<file path="src/rtl/dsp_xfer_pkg.sv">
package dsp_xfer_pkg;
  typedef enum logic [1:0] {K_NONE, K_MOVE, K_LONG, K_SHORT} op_kind_e;
  localparam logic [4:0] ACC_GRP_BASE = 5'h18;
  localparam logic [3:0] ACC_MID_TOP  = 4'hF;  // 0x1E/0x1F
  localparam logic [3:0] ACC_HI_TOP   = 4'h8;  // 0x10/0x11
  localparam logic [3:0] ACC_LO_TOP   = 4'hE;  // 0x1C/0x1D
endpackage

</file>
<file path="src/rtl/dsp_xfer_decode.sv">
module dsp_xfer_decode
  import dsp_xfer_pkg::*;
#(
  parameter int DW = 16,
  parameter int AW = 5
) (
  input  logic [DW-1:0] op_i,
  output op_kind_e      kind_o,
  output logic [AW-1:0] src_o,
  output logic [AW-1:0] dst_o,
  output logic [DW-1:0] simm_o
);
  always_comb begin
    kind_o = K_NONE;
    src_o  = op_i[4:0];
    dst_o  = op_i[4:0];
    simm_o = {{(DW-8){op_i[7]}}, op_i[7:0]};
    if (op_i[15:10] == 6'b000111) begin
      kind_o = K_MOVE;
      dst_o  = op_i[9:5];
    end else if (op_i[15:5] == 11'b00000000100) begin
      kind_o = K_LONG;
    end else if (op_i[15:11] == 5'b00001) begin
      kind_o = K_SHORT;
      dst_o  = ACC_GRP_BASE + {2'b00, op_i[10:8]};
    end
  end
endmodule

</file>
<file path="src/rtl/dsp_xfer_regfile.sv">
module dsp_xfer_regfile #(
  parameter int DW = 16,
  parameter int AW = 5,
  localparam int NREG = 1 << AW
) (
  input  logic                     clk_i,
  input  logic                     rst_ni,
  input  logic                     pw_en_i,
  input  logic [AW-1:0]            pw_addr_i,
  input  logic [DW-1:0]            pw_data_i,
  input  logic                     xh_en_i,
  input  logic [AW-1:0]            xh_addr_i,
  input  logic [DW-1:0]            xh_data_i,
  input  logic                     xl_en_i,
  input  logic [AW-1:0]            xl_addr_i,
  input  logic                     hw_en_i,
  input  logic [AW-1:0]            hw_addr_i,
  input  logic [DW-1:0]            hw_data_i,
  output logic [NREG-1:0][DW-1:0]  regs_o
);
  for (genvar i = 0; i < NREG; i++) begin : g_reg
    always_ff @(posedge clk_i or negedge rst_ni) begin
      if (!rst_ni)                                   regs_o[i] <= '0;
      else if (pw_en_i && pw_addr_i == AW'(i))       regs_o[i] <= pw_data_i;
      else if (xh_en_i && xh_addr_i == AW'(i))       regs_o[i] <= xh_data_i;
      else if (xl_en_i && xl_addr_i == AW'(i))       regs_o[i] <= '0;
      else if (hw_en_i && hw_addr_i == AW'(i))       regs_o[i] <= hw_data_i;
    end
  end
endmodule

</file>
<file path="src/rtl/dsp_xfer_unit.sv">
module dsp_xfer_unit
  import dsp_xfer_pkg::*;
#(
  parameter int DW = 16,
  parameter int AW = 5
) (
  input  logic          clk_i,
  input  logic          rst_ni,
  input  logic          op_valid_i,
  input  logic [DW-1:0] op_i,
  input  logic          imm_valid_i,
  input  logic [DW-1:0] imm_i,
  input  logic          mode40_i,
  input  logic          wr_en_i,
  input  logic [AW-1:0] wr_addr_i,
  input  logic [DW-1:0] wr_data_i,
  input  logic [AW-1:0] rd_addr_i,
  output logic [DW-1:0] rd_data_o,
  output logic          busy_o,
  output logic          done_o
);
  localparam int NREG = 1 << AW;

  op_kind_e               kind;
  logic [AW-1:0]          src, dst, long_dst_q;
  logic [DW-1:0]          simm;
  logic [NREG-1:0][DW-1:0] regs;
  logic                   wait_q, done_q;
  logic                   exec_en, ext_en, accept;
  logic [AW-1:0]          exec_dst;
  logic [DW-1:0]          exec_val;

  dsp_xfer_decode #(.DW(DW), .AW(AW)) u_dec (
    .op_i(op_i), .kind_o(kind), .src_o(src), .dst_o(dst), .simm_o(simm)
  );

  assign accept = op_valid_i && !wait_q;

  always_comb begin
    exec_en  = 1'b0;
    exec_dst = dst;
    exec_val = regs[src];
    if (wait_q) begin
      exec_en  = imm_valid_i;
      exec_dst = long_dst_q;
      exec_val = imm_i;
    end else if (accept && kind == K_MOVE) begin
      exec_en = 1'b1;
    end else if (accept && kind == K_SHORT) begin
      exec_en  = 1'b1;
      exec_val = simm;
    end
  end

  assign ext_en = exec_en && mode40_i && (exec_dst[AW-1:1] == ACC_MID_TOP);

  dsp_xfer_regfile #(.DW(DW), .AW(AW)) u_rf (
    .clk_i(clk_i), .rst_ni(rst_ni),
    .pw_en_i(exec_en), .pw_addr_i(exec_dst), .pw_data_i(exec_val),
    .xh_en_i(ext_en), .xh_addr_i({ACC_HI_TOP, exec_dst[0]}),
    .xh_data_i({DW{exec_val[DW-1]}}),
    .xl_en_i(ext_en), .xl_addr_i({ACC_LO_TOP, exec_dst[0]}),
    .hw_en_i(wr_en_i && !exec_en), .hw_addr_i(wr_addr_i), .hw_data_i(wr_data_i),
    .regs_o(regs)
  );

  always_ff @(posedge clk_i or negedge rst_ni) begin
    if (!rst_ni) begin
      wait_q     <= 1'b0;
      done_q     <= 1'b0;
      long_dst_q <= '0;
    end else begin
      done_q <= exec_en;
      if (wait_q) begin
        if (imm_valid_i) wait_q <= 1'b0;
      end else if (accept && kind == K_LONG) begin
        wait_q     <= 1'b1;
        long_dst_q <= dst;
      end
    end
  end

  assign rd_data_o = regs[rd_addr_i];
  assign busy_o    = wait_q;
  assign done_o    = done_q;
endmodule

</file>
<file path="config.mk">
export PLATFORM = sky130hd
export DESIGN_NAME = dsp_xfer_unit
export DESIGN_NICKNAME = d
export VERILOG_FILES = /design/src/rtl/dsp_xfer_pkg.sv /design/src/rtl/dsp_xfer_decode.sv /design/src/rtl/dsp_xfer_regfile.sv /design/src/rtl/dsp_xfer_unit.sv
export SDC_FILE = /design/constraint.sdc
export NUM_CORES = 2
export LEC_CHECK = 0
export BUFFER_PORTS_ARGS = -buffer_cell sky130_fd_sc_hd__buf_2
export CAP_MARGIN = 20
export CORE_AREA = 2 2 242 244
export DETAILED_ROUTE_END_ITERATION = 8
export DIE_AREA = 0 0 244 246
export GPL_ROUTABILITY_DRIVEN = 0
export PLACE_DENSITY = 0.75
export SLEW_MARGIN = 20
export SYNTH_ARGS = -nofsm -noshare
export SYNTH_HDL_FRONTEND = slang
export SYNTH_SLANG_ARGS = --single-unit
</file>
<file path="constraint.sdc">
create_clock -name clk_i -period 3.3 [get_ports clk_i]
set_clock_uncertainty 0.2 [all_clocks]
set_input_delay 0 -clock clk_i [delete_from_list [all_inputs] [get_ports clk_i]]
set_output_delay 0 -clock clk_i [all_outputs]
set_load 0.02 [all_outputs]
</file>
==> flow_summary.json <==
{
  "htreeDepth": 2,
  "grt_max_degree": 112,
  "hold_viol_final": 0,
  "critPathLaunchType": "input port",
  "die_w_um": 244,
  "fin_nets": 2989,
  "synth_nets": 2892,
  "synth_common_cells": "mux2i_1, dfrtp_1, mux4_2",
  "ys_seq_area_share_pct": 38.7,
  "synth_ff_type": "dfrtp_1",
  "yosysUniqueCellTypes": 71,
  "hp-class": "in -> reg",
  "start_util_pct": 58.4,
  "vdd_drop_max_v": 0.000435,
  "antenna_found_initial": 2,
  "drtAntennaViolNets": 0,
  "port-buffer-count": 81,
  "netlist_area_mm2": 0.0335,
  "cp-end-kind": "flop",
  "hold_path_depth": 6,
  "vias": 27700,
  "synth_seq_cells": 519,
  "yosysMostFrequentCell": "mux2i_1",
  "p_per_area_mw_per_mm2": 565,
  "dpl.hpwl_um": 76200,
  "min-delay-start": "op_i[14]",
  "globalRouteTotalUtil_pct": 41.2,
  "post-route-min-period_ns": 3.26,
  "clock.fmax_ghz": 0.307,
  "die-height_um": 246,
  "ys_top_cells_by_area": "dfrtp_1, mux4_2, mux2i_1, mux2_2, nand2_1",
  "wirelength_um": 123000,
  "cts_tree": "done",
  "synth_edf_count": 0,
  "r2r-start": "busy_o$_DFF_PN0_",
  "reg2reg_depth": 8,
  "reg2reg_setup_slack_ns": 0.07,
  "crit_required_ns": 3.70,
  "final_max_slew_viol_count": 0,
  "cp_max_fo": 19,
  "fill_cells": 4079,
  "async_flop_share_pct": 100,
  "min_to": "long_dst_q[0]$_DFFE_PN0P_",
  "post_route_cells_drive_above_1_share_pct": 30.4,
  "worst_r2r_endpoint": "u_rf.regs_o[188]$_DFFE_PN0P_",
  "netlist_instances": 2828,
  "p_leak_nw": 18.5,
  "fin_total_pwr_w": 0.0216,
  "overflow": 0,
  "crit_type": "in -> reg",
  "num_io_pins": 82,
  "clock_latency_ns": 0.66,
  "syn_avg_cell_area_um2": 11.9,
  "syn_to_final_growth_pct": 14.3,
  "drc_errors": 0,
  "first_pass_iters": 9,
  "outcome": "complete, no violations",
  "wire_per_inst_um": 32.8,
  "dp_slack_ns": 0.0715,
  "setup_viol": 0,
  "synth_top_area_cell": "dfrtp_1",
  "max-cap-violations": 0,
  "tightest_slew_ns": 1.29,
  "cts_made_buffers": 56,
  "drt-initial-drc-count": 4508,
  "clk_pin_slew_worst_paths_ns": 0.06,
  "core_mm2": 0.0574,
  "clock_sink_count": 519,
  "finalCritPeriodShare_pct": 98.7,
  "dieArea_mm2": 0.0600,
  "rows": 88,
  "synth.top_cell.area_share_pct": 38.7,
  "via_per_inst": 7.40,
  "grt_pass1_vias": 27900,
  "ys_warn_count": 0,
  "slew_headroom_pct": 14.1,
  "setup_ws_ns": 0.0431,
  "cp.arrival_ns": 3.66,
  "cts-root-buf": "clkbuf_16",
  "clockBufferDepth": 3,
  "grt_pass1_wl_um": 181000
}
==> report_power, final <==
| group | switching (W) | internal (W) |
|---|---|---|
| combinational | 0.00285 | 0.00316 |
| clock | 0.00280 | 0.00381 |
| sequential | 0.00125 | 0.00776 |
==> cell families after synthesis <==
| logic type | after synthesis | synth area share [%] |
|---|---|---|
| multiplexers | 1027 | 41.9 |
| AND/OR/NAND/NOR | 535 | 7.14 |
| AO/OA/AOI/OAI | 412 | 7.62 |
| flip-flops | 519 | 38.7 |
| buffers and inverters | 335 | 4.57 |
==> registers in the layout, indices dropped and copies added (netlist names) <==
signal and cells:
busy_o 1, done_o 1, u_rf.regs_o 512, long_dst_q 5
==> through the flow <==
| stage | TNS, ns | hold WS [ns] | utilization [%] | cells | instance area [um2] |
|---|---|---|---|---|---|
| after floorplan | 0 | -0.496 | - | 2828 | 33500 |
| after global placement | -3.61 | -0.0205 | 62.1 | 3560 | 35600 |
| after detailed placement | 0 | -0.0113 | 62.1 | 3560 | 35600 |
| after CTS | 0 | 0.00387 | 66.6 | 3731 | 38200 |
| after global routing | -0.00711 | 0.0288 | 66.8 | 3736 | 38300 |
| final | 0 | 0.0158 | 66.8 | 3739 | 38300 |
==> cells in the final DEF (no fill, tap or decap), drive strengths merged, types with 4 or more instances in the layout <==
cell | synthesis | layout
dlygate4sd3 | 0 | 67
mux4 | 283 | 283
bufinv | 0 | 4
a32oi | 5 | 5
buf | 138 | 272
a21boi | 8 | 8
o31ai | 9 | 9
and2 | 9 | 9
nand2b | 9 | 9
mux2i | 560 | 560
o31a | 4 | 4
and3 | 7 | 7
a31oi | 11 | 11
mux2 | 184 | 184
nor2b | 16 | 16
a311oi | 4 | 4
a22oi | 10 | 10
dfrtp | 519 | 519
a221oi | 4 | 4
o22ai | 23 | 23
nand3 | 24 | 24
a222oi | 23 | 23
o32ai | 4 | 4
o221ai | 4 | 4
nand3b | 4 | 4
nand2 | 296 | 296
o21ai | 173 | 173
a221o | 12 | 12
a21oi | 106 | 106
nor3 | 16 | 16
nor2 | 132 | 132
clkbuf | 162 | 86
clkinv | 1 | 14
inv | 34 | 34
==> layer usage <==
layer	routed length [um]	share of wire [%]	vias to the layer above	track usage, %
li1	-	-	10800	-
met1	42600	35	13700	52.5
met2	52500	43	2485	59.2
met3	18000	15	636	15.6
met4	9470	7.7	2	26.4
met5	31	0.025	-	1.55
==> timing repair <==
| action | 4_1_cts | 5_1_grt |
|---|---|---|
| endpoints found under the hold margin | 989 | 0 |
| gates resized for setup | 0 | 13 |
| hold buffers | 67 | 0 |
| setup endpoints to repair | 0 | 49 |
| buffers inserted | 0 | 4 |
==> how the worst max path moves through the flow <==
stage | start | slack [ns] | cells after the start | end
after floorplan | busy_o$_DFF_PN0_ | 0.40 | 9 | u_rf.regs_o[63]$_DFFE_PN0P_
after global placement | u_rf.regs_o[223]$_DFFE_PN0P_ | -0.26 | 7 | u_rf.regs_o[269]$_DFFE_PN0P_
after detailed placement | op_i[15] | 0.07 | 10 | u_rf.regs_o[274]$_DFFE_PN0P_
after CTS | busy_o$_DFF_PN0_ | 0.04 | 7 | u_rf.regs_o[126]$_DFFE_PN0P_
after global routing | busy_o$_DFF_PN0_ | -0.007 | 10 | u_rf.regs_o[475]$_DFFE_PN0P_
final | imm_valid_i | 0.04 | 11 | u_rf.regs_o[188]$_DFFE_PN0P_
==> cell type report <==
class	count	area (um2)	area share, %
multi-input cells	1974	19200	50.2
repair buffers	339	3110	8.13
flip-flops and latches	519	13000	33.9
well taps	765	957	2.50
diodes	3	7.51	0.0196
inverters	35	131	0.343
clock buffers	86	1680	4.38
clock inverters	18	215	0.562
==> worst max-delay path: stages <==
cell           delay, ns
dlygate4sd3_1       0.55
buf_2               0.14
dlygate4sd3_1       0.60
nand2_1             0.12
nor2_1              0.08
a31oi_1             0.49
nor3_2              0.24
nand2_2             0.13
buf_4               0.45
mux2i_1             0.26
dlygate4sd3_1       0.57
No activity file was read; power rests on OpenSTA's default activity.
